--- src/rtl/twi_pkg.sv ---
package twi_pkg;

    typedef enum logic [3:0] {
        ST_IDLE,
        ST_DEV,
        ST_DEV_ACK,
        ST_PTR,
        ST_PTR_ACK,
        ST_WR,
        ST_WR_ACK,
        ST_RD,
        ST_RD_ACK
    } twi_state_e;

    localparam logic [3:0] BYTE_BITS = 4'd8;

endpackage

--- src/rtl/twi_sync.sv ---
module twi_sync #(
    parameter int W      = 3,
    parameter int STAGES = 2
) (
    input  logic         clk,
    input  logic         rst_n,
    input  logic [W-1:0] d,
    output logic [W-1:0] q
);
    logic [W-1:0] stage_q [STAGES];

    always_ff @(posedge clk) begin
        if (!rst_n) begin
            for (int k = 0; k < STAGES; k++) stage_q[k] <= '1;
        end else begin
            stage_q[0] <= d;
            for (int k = 1; k < STAGES; k++) stage_q[k] <= stage_q[k-1];
        end
    end

    assign q = stage_q[STAGES-1];

endmodule

--- src/rtl/twi_regs.sv ---
module twi_regs #(
    parameter int         NLANE       = 4,
    parameter logic [7:0] GEN_ADDR    = 8'h00,
    parameter logic [7:0] LEN_ADDR    = 8'h01,
    parameter int         LANE_BASE   = 2,
    parameter int         LANE_STRIDE = 3,
    parameter logic [7:0] RO_ADDR     = 8'h0F,
    parameter logic [7:0] RO_VALUE    = 8'h30,
    parameter logic [7:0] RSV_A_ADDR  = 8'h11,
    parameter logic [7:0] RSV_B_ADDR  = 8'h12
) (
    input  logic               clk,
    input  logic               rst_n,
    input  logic               clr,
    input  logic               we,
    input  logic [7:0]         waddr,
    input  logic [7:0]         wdata,
    input  logic [7:0]         raddr,
    output logic [7:0]         rdata,
    output logic [7:0]         gen_o,
    output logic [7:0]         laneen_o,
    output logic [NLANE*8-1:0] lane_ctl_o,
    output logic [NLANE*8-1:0] lane_ena_o
);
    localparam int LW = NLANE * 8;

    logic [7:0] gen_q, laneen_q, rsva_q, rsvb_q;

    always_ff @(posedge clk) begin
        if (!rst_n || clr) begin
            gen_q    <= '0;
            laneen_q <= '0;
            rsva_q   <= '0;
            rsvb_q   <= '0;
        end else if (we) begin
            if (waddr == GEN_ADDR)   gen_q    <= wdata;
            if (waddr == LEN_ADDR)   laneen_q <= wdata;
            if (waddr == RSV_A_ADDR) rsva_q   <= wdata;
            if (waddr == RSV_B_ADDR) rsvb_q   <= wdata;
        end
    end

    for (genvar g = 0; g < NLANE; g++) begin : g_lane
        localparam logic [7:0] CTL_A = 8'(LANE_BASE + g * LANE_STRIDE);
        localparam logic [7:0] ENA_A = 8'(LANE_BASE + g * LANE_STRIDE + 1);
        logic [7:0] ctl_q, ena_q;

        always_ff @(posedge clk) begin
            if (!rst_n || clr) begin
                ctl_q <= '0;
                ena_q <= '0;
            end else if (we) begin
                if (waddr == CTL_A) ctl_q <= wdata;
                if (waddr == ENA_A) ena_q <= wdata;
            end
        end

        assign lane_ctl_o[g*8 +: 8] = ctl_q;
        assign lane_ena_o[g*8 +: 8] = ena_q;
    end

    always_comb begin
        rdata = '0;
        if (raddr == GEN_ADDR)   rdata = gen_q;
        if (raddr == LEN_ADDR)   rdata = laneen_q;
        if (raddr == RSV_A_ADDR) rdata = rsva_q;
        if (raddr == RSV_B_ADDR) rdata = rsvb_q;
        if (raddr == RO_ADDR)    rdata = RO_VALUE;
        for (int i = 0; i < NLANE; i++) begin
            if (raddr == 8'(LANE_BASE + i * LANE_STRIDE))     rdata = lane_ctl_o[i*8 +: 8];
            if (raddr == 8'(LANE_BASE + i * LANE_STRIDE + 1)) rdata = lane_ena_o[i*8 +: 8];
        end
    end

    assign gen_o    = gen_q;
    assign laneen_o = laneen_q;

    // a clear empties every writable byte on the next cycle
    a_r9_clear_wins: assert property (@(posedge clk) disable iff (!rst_n)
        clr |=> (gen_q == 8'h00 && laneen_q == 8'h00 && rsva_q == 8'h00 &&
                 rsvb_q == 8'h00 && lane_ctl_o == LW'(0) && lane_ena_o == LW'(0)));

    // a write aimed at the read-only byte leaves all storage untouched
    a_r8_ro_write_ignored: assert property (@(posedge clk) disable iff (!rst_n)
        (we && !clr && waddr == RO_ADDR) |=>
            $stable({gen_q, laneen_q, rsva_q, rsvb_q, lane_ctl_o, lane_ena_o}));

endmodule

--- src/rtl/twi_regfile_slave.sv ---
module twi_regfile_slave
    import twi_pkg::*;
#(
    parameter int         NLANE       = 4,
    parameter int         SYNC_STAGES = 2,
    parameter logic [3:0] ADDR_HI     = 4'b0000,
    parameter int         LANE_BASE   = 2,
    parameter int         LANE_STRIDE = 3,
    parameter logic [7:0] RO_ADDR     = 8'h0F,
    parameter logic [7:0] RO_VALUE    = 8'h30
) (
    input  logic               clk,
    input  logic               rst_n,
    input  logic               pd_n,
    input  logic [2:0]         strap_addr,
    input  logic               scl_i,
    input  logic               sda_i,
    output logic               sda_oe,
    output logic [7:0]         cfg_general,
    output logic [7:0]         cfg_lane_en,
    output logic [NLANE*8-1:0] cfg_lane_ctl,
    output logic [NLANE*8-1:0] cfg_lane_ena
);
    logic [2:0] sync_q;
    logic       scl_s, sda_s, pd_s, scl_d, sda_d;
    logic       scl_rise, scl_fall, start_det, stop_det;

    twi_sync #(.W(3), .STAGES(SYNC_STAGES)) u_sync (
        .clk   (clk),
        .rst_n (rst_n),
        .d     ({pd_n, sda_i, scl_i}),
        .q     (sync_q)
    );
    assign {pd_s, sda_s, scl_s} = sync_q;

    always_ff @(posedge clk) begin
        if (!rst_n) begin
            scl_d <= 1'b1;
            sda_d <= 1'b1;
        end else begin
            scl_d <= scl_s;
            sda_d <= sda_s;
        end
    end

    assign scl_rise  = scl_s & ~scl_d;
    assign scl_fall  = ~scl_s & scl_d;
    assign start_det = scl_s & scl_d & sda_d & ~sda_s;
    assign stop_det  = scl_s & scl_d & ~sda_d & sda_s;

    twi_state_e st, st_nx;
    logic [3:0] bit_q;
    logic [7:0] shreg_q, ptr_q, tx_q, rdata;
    logic       rw_q, nack_q, byte_done, dev_hit, wr_commit, ack_state;

    assign byte_done = (bit_q == BYTE_BITS);
    assign dev_hit   = (shreg_q[7:1] == {ADDR_HI, strap_addr});
    assign wr_commit = pd_s && scl_fall && byte_done && (st == ST_WR);
    assign ack_state = (st == ST_DEV_ACK) || (st == ST_PTR_ACK) ||
                       (st == ST_WR_ACK)  || (st == ST_RD_ACK);

    // state register
    always_ff @(posedge clk) begin
        if (!rst_n) st <= ST_IDLE;
        else        st <= st_nx;
    end

    // next-state logic
    always_comb begin
        st_nx = st;
        if (!pd_s)           st_nx = ST_IDLE;
        else if (start_det)  st_nx = ST_DEV;
        else if (stop_det)   st_nx = ST_IDLE;
        else if (scl_fall) begin
            unique case (st)
                ST_IDLE:    st_nx = ST_IDLE;
                ST_DEV:     if (byte_done) st_nx = dev_hit ? ST_DEV_ACK : ST_IDLE;
                ST_DEV_ACK: st_nx = rw_q ? ST_RD : ST_PTR;
                ST_PTR:     if (byte_done) st_nx = ST_PTR_ACK;
                ST_PTR_ACK: st_nx = ST_WR;
                ST_WR:      if (byte_done) st_nx = ST_WR_ACK;
                ST_WR_ACK:  st_nx = ST_WR;
                ST_RD:      if (byte_done) st_nx = ST_RD_ACK;
                ST_RD_ACK:  st_nx = nack_q ? ST_IDLE : ST_RD;
                default:    st_nx = ST_IDLE;
            endcase
        end
    end

    // datapath and output registers
    always_ff @(posedge clk) begin
        if (!rst_n || !pd_s) begin
            bit_q   <= '0;
            shreg_q <= '0;
            ptr_q   <= '0;
            tx_q    <= '0;
            rw_q    <= 1'b0;
            nack_q  <= 1'b1;
        end else if (start_det) begin
            bit_q <= '0;
        end else if (scl_rise && st != ST_IDLE) begin
            shreg_q <= {shreg_q[6:0], sda_s};
            bit_q   <= bit_q + 4'd1;
            if (st == ST_RD_ACK) nack_q <= sda_s;
        end else if (scl_fall) begin
            if (byte_done || ack_state) bit_q <= '0;
            unique case (st)
                ST_DEV:     if (byte_done) rw_q <= shreg_q[0];
                ST_DEV_ACK: if (rw_q) begin
                                tx_q  <= rdata;
                                ptr_q <= ptr_q + 8'd1;
                            end
                ST_PTR:     if (byte_done) ptr_q <= shreg_q;
                ST_WR:      if (byte_done) ptr_q <= ptr_q + 8'd1;
                ST_RD:      if (!byte_done) tx_q <= {tx_q[6:0], 1'b0};
                ST_RD_ACK:  if (!nack_q) begin
                                tx_q  <= rdata;
                                ptr_q <= ptr_q + 8'd1;
                            end
                default:    ;
            endcase
        end
    end

    always_comb begin
        unique case (st)
            ST_DEV_ACK, ST_PTR_ACK, ST_WR_ACK: sda_oe = 1'b1;
            ST_RD:                             sda_oe = ~tx_q[7];
            default:                           sda_oe = 1'b0;
        endcase
    end

    twi_regs #(
        .NLANE       (NLANE),
        .LANE_BASE   (LANE_BASE),
        .LANE_STRIDE (LANE_STRIDE),
        .RO_ADDR     (RO_ADDR),
        .RO_VALUE    (RO_VALUE)
    ) u_regs (
        .clk        (clk),
        .rst_n      (rst_n),
        .clr        (~pd_s),
        .we         (wr_commit),
        .waddr      (ptr_q),
        .wdata      (shreg_q),
        .raddr      (ptr_q),
        .rdata      (rdata),
        .gen_o      (cfg_general),
        .laneen_o   (cfg_lane_en),
        .lane_ctl_o (cfg_lane_ctl),
        .lane_ena_o (cfg_lane_ena)
    );

    // the open-drain enable only moves while SCL is low
    a_r10_sda_hold: assert property (@(posedge clk) disable iff (!rst_n)
        (pd_s && $past(pd_s) && sda_oe != $past(sda_oe)) |-> !scl_s);

    // STOP returns the controller to idle
    a_r6_stop_idle: assert property (@(posedge clk) disable iff (!rst_n)
        (pd_s && stop_det) |=> (st == ST_IDLE));

    // power-down forces idle and releases SDA
    a_r9_pd_idle: assert property (@(posedge clk) disable iff (!rst_n)
        !pd_s |=> (st == ST_IDLE && !sda_oe));

    // a master NACK ends the read
    a_r4_nack_ends: assert property (@(posedge clk) disable iff (!rst_n)
        (pd_s && scl_fall && st == ST_RD_ACK && nack_q) |=> (st == ST_IDLE));

    // each committed data byte advances the pointer by one
    a_r3_ptr_advance: assert property (@(posedge clk) disable iff (!rst_n)
        wr_commit |=> (ptr_q == $past(ptr_q) + 8'd1));

endmodule

--- config.mk ---
export PLATFORM = sky130hd
export DESIGN_NAME = twi_regfile_slave
export DESIGN_NICKNAME = d
export VERILOG_FILES = /design/src/rtl/twi_pkg.sv /design/src/rtl/twi_sync.sv /design/src/rtl/twi_regs.sv /design/src/rtl/twi_regfile_slave.sv
export SDC_FILE = /design/constraint.sdc
export NUM_CORES = 1
export LEC_CHECK = 0
export BUFFER_PORTS_ARGS = -buffer_cell sky130_fd_sc_hd__buf_2
export CAP_MARGIN = 0
export CORE_MARGIN = 10
export CORE_UTILIZATION = 35
export CTS_CLUSTER_SIZE = 40
export DETAILED_ROUTE_END_ITERATION = 12
export GPL_ROUTABILITY_DRIVEN = 0
export SYNTH_ARGS = -nofsm -noshare
export SYNTH_HDL_FRONTEND = slang
export SYNTH_SLANG_ARGS = --single-unit
--- constraint.sdc ---
create_clock -name clk -period 2.5 [get_ports clk]
set_clock_uncertainty 0.05 [all_clocks]
set_input_delay 0.125 -clock clk [delete_from_list [all_inputs] [get_ports clk]]
set_output_delay 0.125 -clock clk [all_outputs]
set_load 0.01 [all_outputs]
* Yosys cells after proc, flatten, opt, wreduce, memory -nomap -nowiden
Memory sizes are Yosys's and may differ from the RTL's.
Cells that the tools add are included.
** Operators by class
- Add/sub/neg operators :: 2
- Equal/unequal tests :: 33
- Muxes and demuxes :: 41
- Bitwise gates (word level) :: 18
- Reductions and logical operators :: 44
** Operators with widths (count)
- $mux 8 :: 20
- $eq 8x4->1 const B :: 5
- $pmux 8 s4 :: 1
- $reduce_and 2->1 :: 15
- $mux 4 :: 7
- $pmux 4 s7 :: 1
- $pmux 8 s3 :: 1
- $eq 4x3->1 const B :: 4
- $eq 8x2->1 const B :: 2
- $eq 8x3->1 const B :: 2
- $eq 8x5->1 const B :: 2
- $ne 4x4->1 const B :: 4
- $reduce_and 5->1 :: 3
- $ne 2x2->1 const B :: 7
- $mux 3 :: 4
- $not 1->1 :: 9
- $add 8x1->8 const B :: 1
- $eq 4x2->1 const B :: 2
- $eq 4x4->1 const B :: 2
- $eq 8x1->1 const B :: 1
- $logic_not 8->1 :: 1
- $reduce_and 8->1 :: 1
- $reduce_bool 4->1 :: 2
- $and 1x1->1 :: 7
- 17 further kinds :: 34
** Storage, ports and cells
- Bits in registers :: 132
- Memory bits (writable) :: 6
- Output and inout bits :: 81
- Memories :: 1
** Memories
- u_sync.stage_q :: depth 2, width 3, rd ports 2, clocked after memory_dff 0, write ports 2, RTL line twi_sync.sv:10 : logic [W-1:0] stage_q [STAGES];

* Logic depth before layout (Yosys ltp)
Gate-level depths: netlist of run 1.
- Word-level depth :: 16
- Mapped depth :: 10
- Mapped depth without buffers :: 8

* Hierarchy
A second synthesis of run 1 with hierarchy kept.
** Second synthesis, totals
- Cells, all modules :: 790
- Area, all modules :: 6836.6 µm²
** Modules (own cells, without submodules)
- twi_regs :: instances 1, cells an instance 530, area an instance 4670.7 µm², sequential area each 1921.8 µm²
- twi_regfile_slave :: instances 1, cells an instance 245, area an instance 1985.7 µm², sequential area each 720.7 µm²
- twi_sync :: instances 1, cells an instance 15, area an instance 180.2 µm², sequential area each 120.1 µm²

* Least setup slack after synthesis of run 1
OpenSTA, ideal clock, no wires.
- Kind :: register to register
- Start point :: register bit_q[0]
- End point :: register u_regs.rsva_q[0]
- Setup time :: 0.128 ns
- Arrival time :: 1.948 ns
- Required time :: 2.322 ns
- Slack :: 0.375 ns
- Stages on the path, launching flop included :: 10
- Buffers on the path :: 1
- Period minus slack after synthesis :: 2.125 ns
- Cell sequence :: dfxtp_1 -> inv_1 -> ha_1 -> and3b_1 -> clkbuf_1 -> nand4_2 -> nor2_1 -> nand4_1 -> mux2i_1 -> nor2_1
** On the way
- Longest elaborated chain between the ends :: 4
** RTL lines
- from (decl) :: RTL line twi_regfile_slave.sv:52 : logic [3:0] bit_q;
- from (signal assigned) :: RTL line twi_regfile_slave.sv:103 : bit_q <= bit_q + 4'd1;
- $eq 4x4->1 :: RTL line twi_regfile_slave.sv:56 : assign byte_done = (bit_q == BYTE_BITS);
- $logic_and 1x1->1 (2 in series) :: RTL line twi_regfile_slave.sv:58 : assign wr_commit = pd_s && scl_fall && byte_done && (st == ST_WR);
- $reduce_and 2->1 (no line)
- to (signal assigned) :: RTL line twi_regs.sv:38 : if (waddr == RSV_A_ADDR) rsva_q <= wdata;
- to (decl) :: RTL line twi_regs.sv:27 : logic [7:0] gen_q, laneen_q, rsva_q, rsvb_q;
Every way passes these cells.
A chain may end at the register's enable or synchronous reset.

* Worst setup path in the final report of run 1
- Start point :: register ptr_q[5]
- End point :: register tx_q[0]
** On the way
- Longest elaborated chain between the ends :: 16
** RTL lines
- from (decl) :: RTL line twi_regfile_slave.sv:53 : logic [7:0] shreg_q, ptr_q, tx_q, rdata;
- from (signal assigned) :: RTL line twi_regfile_slave.sv:111 : ptr_q <= ptr_q + 8'd1;
- from (signal assigned) :: RTL line twi_regfile_slave.sv:113 : ST_PTR: if (byte_done) ptr_q <= shreg_q;
- from (signal assigned) :: RTL line twi_regfile_slave.sv:114 : ST_WR: if (byte_done) ptr_q <= ptr_q + 8'd1;
- $logic_not 8->1 :: RTL line twi_regs.sv:64 : if (raddr == GEN_ADDR) rdata = gen_q;
- $mux 8 :: RTL line twi_regs.sv:64
- $mux 8 :: RTL line twi_regs.sv:65 : if (raddr == LEN_ADDR) rdata = laneen_q;
- $mux 8 :: RTL line twi_regs.sv:66 : if (raddr == RSV_A_ADDR) rdata = rsva_q;
- $mux 8 :: RTL line twi_regs.sv:67 : if (raddr == RSV_B_ADDR) rdata = rsvb_q;
- $mux 8 :: RTL line twi_regs.sv:68 : if (raddr == RO_ADDR) rdata = RO_VALUE;
- $mux 8 :: RTL line twi_regs.sv:70 : if (raddr == 8'(LANE_BASE + i * LANE_STRIDE)) rdata = lane_ctl_o[i*8 +: 8];
- $mux 8 :: RTL line twi_regs.sv:71 : if (raddr == 8'(LANE_BASE + i * LANE_STRIDE + 1)) rdata = lane_ena_o[i*8 +: 8];
- $mux 8 :: RTL line twi_regs.sv:70
- $mux 8 :: RTL line twi_regs.sv:71
- $mux 8 :: RTL line twi_regs.sv:70
- $mux 8 :: RTL line twi_regs.sv:71
- $mux 8 :: RTL line twi_regs.sv:70
- $mux 8 (*) :: RTL line twi_regs.sv:71
- $mux 8 (on tied branches) :: RTL line twi_regfile_slave.sv:116, twi_regfile_slave.sv:109
- $pmux 8 s3 (*) :: RTL line twi_regfile_slave.sv:107 : unique case (st)
- to (signal assigned) :: RTL line twi_regfile_slave.sv:110 : tx_q <= rdata;
- to (signal assigned) :: RTL line twi_regfile_slave.sv:115 : ST_RD: if (!byte_done) tx_q <= {tx_q[6:0], 1'b0};
- to (signal assigned) :: RTL line twi_regfile_slave.sv:117 : tx_q <= rdata;
- to (decl) :: RTL line twi_regfile_slave.sv:53
Mark *: on every way between the ends. The rest lies on a longest branch, timed or not. The select of a mux whose other input is x is not followed.

==> results of run 1 <==
==> worst paths after layout <==
check             cells past startpoint                   end  slack, ps
setup / recovery                      5               tx_q[0]        180
hold / removal                        5                 st[1]        260
setup reg to reg                      5               tx_q[0]        180
hold reg to reg                       1  u_sync.stage_q[0][5]        360
==> layout make-up <==
cell class | count | area [um2] | share of cell area
multi-input cells | 637 | 3875 | 0.4552
clock buffers | 18 | 439.2 | 0.05159
inverters | 10 | 37.54 | 0.004409
repair buffers | 143 | 895.9 | 0.1052
clock inverters | 11 | 171.4 | 0.02014
well taps | 265 | 331.6 | 0.03895
flip-flops and latches | 138 | 2763 | 0.3245
==> sequential cells by signal, summed over array words and instances (netlist names) <==
| name | flops |
|---|---|
| bit_q | 4 |
| nack_q | 1 |
| ptr_q | 8 |
| rw_q | 1 |
| scl_d | 1 |
| sda_d | 1 |
| shreg_q | 8 |
| st | 4 |
| tx_q | 8 |
| u_regs.g_lane.ctl_q | 32 |
| u_regs.g_lane.ena_q | 32 |
| u_regs.gen_o | 8 |
| u_regs.laneen_o | 8 |
| u_regs.rsva_q | 8 |
| u_regs.rsvb_q | 8 |
| u_sync.stage_q | 6 |
==> kinds of logic (layout without fill, tap and decap cells) <==
kind of cell / after synthesis / in the layout
buf+inv: 82 / 182
flops: 138 / 138
mux: 66 / 66
xor+xnor: 7 / 7
simple gates: 315 / 315
fa+ha+maj: 6 / 6
compound gates: 243 / 243
==> metal layers <==
| metal | global-route usage | wire length (um) | vias to the layer above | share of wire |
|---|---|---|---|---|
| li1 | - | - | 3242 | - |
| met1 | 0.2467 | 10690 | 3260 | 0.46 |
| met2 | 0.2662 | 10280 | 270 | 0.44 |
| met3 | 0.04473 | 1790 | 49 | 0.076 |
| met4 | 0.07692 | 738 | 0 | 0.031 |
| met5 | 0 | 0 | - | 0 |
==> synthesized netlist by cell type, drive strengths merged (3+ instances only) <==
cell type  count  area share
nand2b        17       0.015
or3            3      0.0027
nor3b          6      0.0065
and2           6      0.0054
o21ai         80       0.058
dfxtp        138        0.40
nand3         20       0.014
a41oi          3      0.0038
o2bb2ai        4      0.0050
and3           9      0.0085
xor2           5      0.0063
o211ai        10       0.011
nor2b         11      0.0099
nand3b         5      0.0054
a21oi         70       0.050
o2111ai        3      0.0038
o22ai         10      0.0099
a21boi         4      0.0043
or4            3      0.0038
or2            3      0.0027
a22o           3      0.0038
a21o           3      0.0032
clkbuf        56       0.030
o22a           4      0.0050
nor2         112       0.066
nand4          7      0.0072
mux2i         66       0.095
buf           16       0.012
a211oi         8      0.0086
nor3          15       0.013
ha             6       0.011
nand2         83       0.045
nor4b          4      0.0072
inv           10      0.0054
a22oi         17       0.019
a31oi          8      0.0072
nor4           5      0.0045
==> worst min-delay path, cell delays in order <==
cell      delay, ps
buf_2           110
xor2_1          120
nor4_1           70
nor3_1          180
a211oi_1         70
==> timing repair <==
action | in CTS | in global routing
gates resized for setup | 0 | 3
hold endpoints to repair | 8 | 0
setup buffers | 0 | 1
setup endpoints to repair | 0 | 19
hold buffers | 7 | 0
==> power by group <==
part,switching (mW),leakage (nW),internal [mW]
clock,1.00,0.295,1.68
sequential,0.00916,1.11,2.21
combinational,0.0884,2.06,0.0454
==> stage by stage <==
stage | hold WS [ps] | std cells | util | worst slack, ps | instance area [um2]
CTS | 245.6 | 1221 | 0.4366 | 138.9 | 8497
finish | 262.1 | 1222 | 0.4374 | 176.0 | 8513
floorplan | 148.0 | 857 | - | 374.6 | 6945
detailed placement | 259.1 | 1185 | 0.4016 | 153.8 | 7816
global route | 306.0 | 1222 | 0.4374 | 9.212 | 8513
global placement | 263.8 | 1185 | 0.4016 | 179.2 | 7816
==> out/qor.txt, run 1 <==
Fraction of layout cells with a size suffix above 1 = 0.1985
Max-cap violations = 0
CTS Buffer Depth = 2
Starting Density = 0.3569
DRT Wirelength = 23500 um
Nets = 961
Sink Count = 138
Max Freq = 430.3 MHz
Final Power = 5.035 mW
Chip width = 160.9 um
Crit path DAT = 2600 ps
Net Count, Synth = 871
DP HPWL = 16490 um
Least-Margin Pin Slew = 943.3 ps
Crit path from = ptr_q[5]
Main combinational cell family by area after synthesis = simple AND/OR/NAND/NOR gates
Routed vias/inst = 5.582
Critical Path RT = 2770 ps
Fin crit period = 2324 ps
Synthesized flop and latch total = 138
Status = finished, final reports clean
Peak supply drop = 0.4609 mV
CORE AREA = 0.01946 mm2
Async set-reset flop share out of synthesis = 0
Slew Viols, Final = 0
EDFF count, synth = 0
Crit-path cells = or4_1, or3_1, o22ai_2, o211ai_1, a32o_1
Worst r2r src = ptr_q[5]
Multiplexer share of the synthesized area = 0.09512
Power per cell area = 591.4 mW/mm2
# fillers = 1952
Sum Neg Setup Slack = 0 ps
CTS tree = yes
Post-Syn Area = 0.006945 mm2
Area Overhead vs Synth = 22.57%
Clk Tree Root Cell = clkbuf_16
Commonest non-fill, non-tap cells in the layout = dfxtp_1, nor2_1, buf_2, nand2_1, o21ai_0
CP Launch Type = register
Hold Path Origin = strap_addr[2]
Hold WC Path Type = input pin to register
I/O pins = 89
Drt pass-1 iters = 5
Clk slew on worst S/H paths = 60 ps
Synth Area in Simple Gates = 0.2257
CP top delay family = simple AND/OR/NAND/NOR gates
# setup viols final = 0
Gr ovfl total = 0
Synth Area in Compound Gates = 0.2135
Number of global-route vias before repair = 6534
Largest net degree at the start of global routing = 57
Sequential-to-total area share from yosys stat = 0.3978
Top_reg_cell synth = dfxtp_1
Final Hold Fails = 0
I/O Buffers = 88
Slew HR = 0.3703
Final worst-path cycle share = 0.9296
Die ar. = 0.02588 mm2
CTS Buf Count = 17
Syn avg cell area = 8.104 um2
CP max stage cell = or4_1
Skew-Pair Late Insertion Delay = 430 ps
Rows = 51
Synthesized instance count = 857
ANT nets after route = 0
Slowest stage delay, CP = 600 ps
Initial antenna violation count = 0
Wire per inst = 19.23 um
Post-Synth XOR/XNOR Area = 0.008827
P_leak = 3.466 nW
Global-route usage over all layers = 0.1813
Drt drc = 0
CP Max Fanout = 9
Die span in y = 160.9 um
Initial drt markers = 750
Setup crit end kind = register
Synth unique cells = 70
Via count = 6821
Yosys warning count = 0
Synth Area in Adders = 0.01081
First-pass GRT wire length = 37540 um
CP Buf/Inv Count = 0
CP Class = register to register
Ant. Diodes = 0
RSZ-0062 raised after global routing = no
Commonest non-fill, non-tap cell in the layout = dfxtp_1
H-tree Lvls = 4
Power figures use the tool's default switching activity.
==> run 2: changes to the inputs <==
ABC_AREA = 1   (was default)
CORE_MARGIN = 1.5   (was 10)
==> run 2 against run 1 <==
Maximum frequency increased by 1.7%. Worst setup slack improved by 38 ps. Sequential share of layout area increased by 3.0 points. Cell area decreased by 8.4%. Global-route usage increased by 2.8 points. Critical path depth increased by 14. Core utilization decreased by 0.19 points. Die area decreased by 27%. Final cell count decreased by 0.57%. Critical path type unchanged. Critical endpoint is now tx_q[5].
==> out/qor.txt, run 2 <==
Wire per inst = 16.18 um
Power share of the combinational group = 0.020
Top cell type's share of synthesized area = 0.4352
P_leak = 3.477 nW
# fillers = 1842
Reg2reg path depth = 19
Top flop regs = u_regs.g_lane.ctl_q (32), u_regs.g_lane.ena_q (32)
Slew Viols, Final = 0
Max-cap violations = 0
Die ar. = 0.01896 mm2
Chip width = 137.7 um
Largest net degree at the start of global routing = 58
Synthesized flop and latch total = 138
Synth area leaders = dfxtp_1, a21oi_1, nand2_1
Initial antenna violation count = 0
Worst r2r dst = tx_q[5]
Commonest non-fill, non-tap cells in the layout = nand2_1, a21oi_1, dfxtp_1, o21ai_0, buf_2
Sequential share of power = 0.450
ANT nets after route = 0
Skew-Pair Late Insertion Delay = 430 ps
Register area = 0.002764 mm2
Worst r2r src = ptr_q[1]
Post-Syn Area = 0.006349 mm2
Hold WC Path Type = input pin to register
Sequential-to-total area share from yosys stat = 0.4352
Count leader, synth = nand2_1
I/O Buffers = 88
Via count = 6313
Routed vias/inst = 5.196
Area Overhead vs Synth = 22.82%
Drt drc = 0
Peak supply drop = 0.4753 mV
CTS Buf Count = 17
Synth top cells by count = nand2_1, a21oi_1, dfxtp_1
Final worst-path cycle share = 0.9143
Sink Count = 138
Drt pass-1 iters = 5
Fraction of layout cells with a size suffix above 1 = 0.2059
CP Max Fanout = 5
Clk Tree Root Cell = clkbuf_16
First-pass GRT wire length = 30250 um
Top_reg_cell synth = dfxtp_1
Post-place instance area = 0.007088 mm2
DP HPWL = 13490 um
Least-Margin Pin Slew = 775.5 ps
Sum Neg Setup Slack = 0 ps
Yosys warning count = 0
Async set-reset flop share out of synthesis = 0
CTS Buffer Depth = 2
Power share of the clock group = 0.531
Final Power = 4.920 mW
CORE AREA = 0.01790 mm2
Rows = 49
I/O pins = 89
Die span in y = 137.7 um
Global-route usage over all layers = 0.2091
Net Count, Synth = 884
P_sw = 1.013 mW
Starting Density = 0.3546
H-tree Lvls = 4
Gr ovfl total = 0
CTS tree = yes
Synth unique cells = 44
Setup crit end kind = register
Final core occ = 0.4356
DRT Wirelength = 19660 um
R2r setup slk = 210 ps
P_int = 3.908 mW
Clk slew on worst S/H paths = 60 ps
Max Freq = 437.5 MHz
Slew HR = 0.4824
Critical Path RT = 2750 ps
Synthesized instance count = 870
CP Launch Type = register
Fin crit period = 2286 ps
Final Hold Fails = 0
Switching Fraction = 0.2058
Nets = 987
Commonest non-fill, non-tap cell in the layout = nand2_1
Setup crit end = tx_q[5]
CP Class = register to register
Crit path DAT = 2540 ps
# setup viols final = 0
Number of global-route vias before repair = 5615
RSZ-0062 raised after global routing = no
Ant. Diodes = 0
Final Cell Area = 0.007797 mm2
Min Hold Slack = 214.7 ps
Syn avg cell area = 7.297 um2
Initial drt markers = 437
EDFF count, synth = 0
Status = finished, final reports clean
Multi-input gate area = 0.003186 mm2
Post-synth top area cell = dfxtp_1
Crit path from = ptr_q[1]
Power per cell area = 631.0 mW/mm2
==> run 2: final cells by class <==
class / instances / share of cell area
Multi-Input combinational cell: 627 / 0.4085
Sequential cell: 138 / 0.3545
Timing Repair Buffer: 119 / 0.08858
Clock buffer: 25 / 0.06354
Tap cell: 229 / 0.03675
Inverter: 70 / 0.03370
Clock inverter: 7 / 0.01444
==> run 2: timing repair <==
action                                  4_1_cts  5_1_grt
endpoints found under the setup margin        0        5
buffers inserted                              0        0
resized for setup                             0        9
hold buffers                                  7        0
endpoints found under the hold margin         8        0
==> run 2: how the worst min path moves through the flow <==
stage                     slack, ps     startpoint  depth (start not counted)              endpoint
after floorplan                 160          scl_i                          2  u_sync.stage_q[0][0]
after global placement          240          scl_i                          3  u_sync.stage_q[0][0]
after detailed placement        250          scl_i                          3  u_sync.stage_q[0][0]
after CTS                       200  strap_addr[2]                          6                 st[1]
after global routing            260  strap_addr[2]                          6                 st[1]
final                           210  strap_addr[2]                          6                 st[1]
==> run 2: worst max-delay path, stage by stage (launching register included) <==
cell and delay, ps:
dfxtp_1 340, inv_1 130, ha_2 230, inv_1 130
nor2_4 150, nand2_1 140, nand3_1 100, nand3_1 80
nand2_1 70, nand2_1 80, nand2_1 90, nand3_1 80
nand2_1 80, nand2_1 60, nand2_1 70, nand2_1 60
nand2_1 60, nand2_1 50, nand2_1 70, a21oi_1 60
==> run 2: cell families after synthesis <==
logic type / after synthesis / share of synthesized area
flip-flops: 138 / 0.4352
AND/OR/NAND/NOR: 326 / 0.2387
buffers and inverters: 105 / 0.06779
XOR/XNOR: 2 / 0.002760
adder cells (fa/ha/maj): 6 / 0.01182
AO/OA/AOI/OAI: 293 / 0.2438
==> run 2: power groups by stage <==
stage	Combinational, mW	Sequential [mW]	Clock (mW)
finish	0.0967	2.21	2.61
global route	0.106	2.21	2.72
floorplan	0.0592	2.26	0
global placement	0.0878	2.26	0
detailed placement	0.0881	2.26	0
CTS	0.0963	2.21	2.64
==> run 2: layer usage <==
layer,wire length (um),share of wire,global-route usage,vias up
met4,305,0.016,0.07251,0
met5,0,0,0,-
met1,9230,0.47,0.2851,2927
met3,1245,0.063,0.04084,27
li1,-,-,-,3146
met2,8873,0.45,0.3283,213
==> run 2: per-stage QoR <==
stage | cells | setup slack [ps]
2_1_floorplan | 870 | 570.6
3_3_place_gp | 1176 | 157.4
3_5_place_dp | 1176 | 148.2
4_1_cts | 1215 | 137.8
5_1_grt | 1215 | 0.8293
6_report | 1215 | 214.3
==> run 3: changes to the inputs <==
CAP_MARGIN = default   (was 0)
PLACE_DENSITY_LB_ADDON = 0.2   (was default)
==> run 3 against run 2 <==
Via count grew 0.19%. Final cell count grew 0.58%. Flip-flop and latch count is the same. Global-route usage grew 0.70 points. Clock power is essentially flat. Worst setup slack lost 9.6 ps.
==> out/qor.txt, run 3 (synthesis gave the netlist of run 2 again) <==
Status = finished, final reports clean
Max Freq = 435.7 MHz
Worst hold path depth = 6
Clk Tree Root Cell = clkbuf_16
I/O Buffers = 88
Area Overhead vs Synth = 23.61%
CTS Buf Count = 17
Finished Layout Cells = 1222
P_leak = 3.515 nW
Peak supply drop = 0.4931 mV
Drt drc = 0
Max-cap violations = 0
H-tree Lvls = 4
Routed length on met2 = 9082 um
Final Hold Fails = 0
Die ar. = 0.01896 mm2
Drt pass-1 iters = 5
Number of global-route vias before repair = 5703
Gr ovfl total = 0
Commonest non-fill, non-tap cell in the layout = nand2_1
Least-Margin Pin Slew = 835.9 ps
WL met1 = 9488 um
Reg2reg path depth = 16
Die span in y = 137.7 um
CORE AREA = 0.01790 mm2
RSZ-0062 raised after global routing = no
Top flop regs = u_regs.g_lane.ctl_q (32), u_regs.g_lane.ena_q (32)
CP Max Fanout = 16
Sink Count = 138
Via count = 6325
Slew HR = 0.4421
ANT nets after route = 0
CP Class = register to register
Highest metal used = met4
Global-route usage over all layers = 0.2161
# setup viols final = 0
Sum Neg Setup Slack = 0 ps
Commonest non-fill, non-tap cells in the layout = nand2_1, a21oi_1, dfxtp_1, o21ai_0, buf_2
Skew-Pair Late Insertion Delay = 430 ps
Met3 wire length = 1023 um
CP Launch Type = register
Chip width = 137.7 um
First-pass GRT wire length = 30970 um
I/O pins = 89
Crit path DAT = 2560 ps
Placed instance count = 1183
Fraction of layout cells with a size suffix above 1 = 0.2105
Register area = 0.002763 mm2
Fin crit period = 2295 ps
Initial drt markers = 387
Setup crit end kind = register
Initial antenna violation count = 0
Clk slew on worst S/H paths = 60 ps
Slew Viols, Final = 0
Rows = 49
Power per cell area = 630.1 mW/mm2
Final worst-path cycle share = 0.9181
Multi-input gate area = 0.003166 mm2
DRT Wirelength = 19940 um
Starting Density = 0.3546
Nets = 994
Routed vias/inst = 5.176
Ant. Diodes = 0
Wire per inst = 16.32 um
CTS Buffer Depth = 2
# fillers = 1814
DP HPWL = 13650 um
Largest net degree at the start of global routing = 101
Hold WC Path Type = input pin to register
CTS tree = yes
Critical Path RT = 2760 ps
## run 3: cell types whose count changed in the layout (fill, tap and decap cells not counted), sizes merged
cell	previous run	this run
buf	112	119
clkbuf	25	21
inv	70	69
clkinv	3	8
## run 3: timing repair
item                       CTS  global route
hold endpoints to repair     8             0
hold buffers                 7             0
setup endpoints to repair    0             4
resized for setup            0             3
buffers inserted             0             0
## run 3: area by class of cell
class / count / share of cell area
well taps: 229 / 0.03651
repair buffers: 126 / 0.09630
inverters: 70 / 0.03348
clock inverters: 11 / 0.01834
multi-input cells: 627 / 0.4034
flip-flops and latches: 138 / 0.3520
clock buffers: 21 / 0.05995
## run 3: through the flow
stage	power [mW]	setup WS, ps	cell area [um2]	util	hold WS (ps)
CTS	4.981	120.1	7838	0.4378	244.4
finish	4.945	204.7	7848	0.4384	253.5
global placement	2.352	147.3	7153	0.3996	249.2
global route	5.083	10.45	7848	0.4384	320.0
detailed placement	2.351	133.1	7153	0.3996	250.9
floorplan	2.318	570.6	6349	-	159.8
## run 3: worst max-delay path: stages (launching register included)
cell     delay (ps)
dfxtp_1         390
inv_1           130
ha_1            250
nand2_2         130
inv_2            70
nand2_4         150
nand2_1          70
o21ai_1         190
nand2_1          90
nand2_1          80
nand3_1          80
nand2_1          80
nand3_1          70
nand3_1         120
nand3_1          90
nand2_1          70
a21oi_1          50
## run 3: per-layer routing
metal  up-vias  track usage
met1      2949       0.2953
met4         0      0.08012
met2       168       0.3369
met3        30      0.04121
met5         -            0
li1       3178            -
## run 3: path summary, 6_finish.rpt
path,from,to,slack (ps)
setup / recovery,ptr_q[0],tx_q[6],200
hold / removal,strap_addr[2],st[1],250
setup reg to reg,ptr_q[0],tx_q[6],200
hold reg to reg,u_sync.stage_q[0][0],u_sync.stage_q[0][3],360
## run 3: power by group
group,switching (mW),total [mW],internal [mW]
logic,0.0670,0.0988,0.0317
clock network,0.989,2.63,1.64
registers,0.00594,2.21,2.21
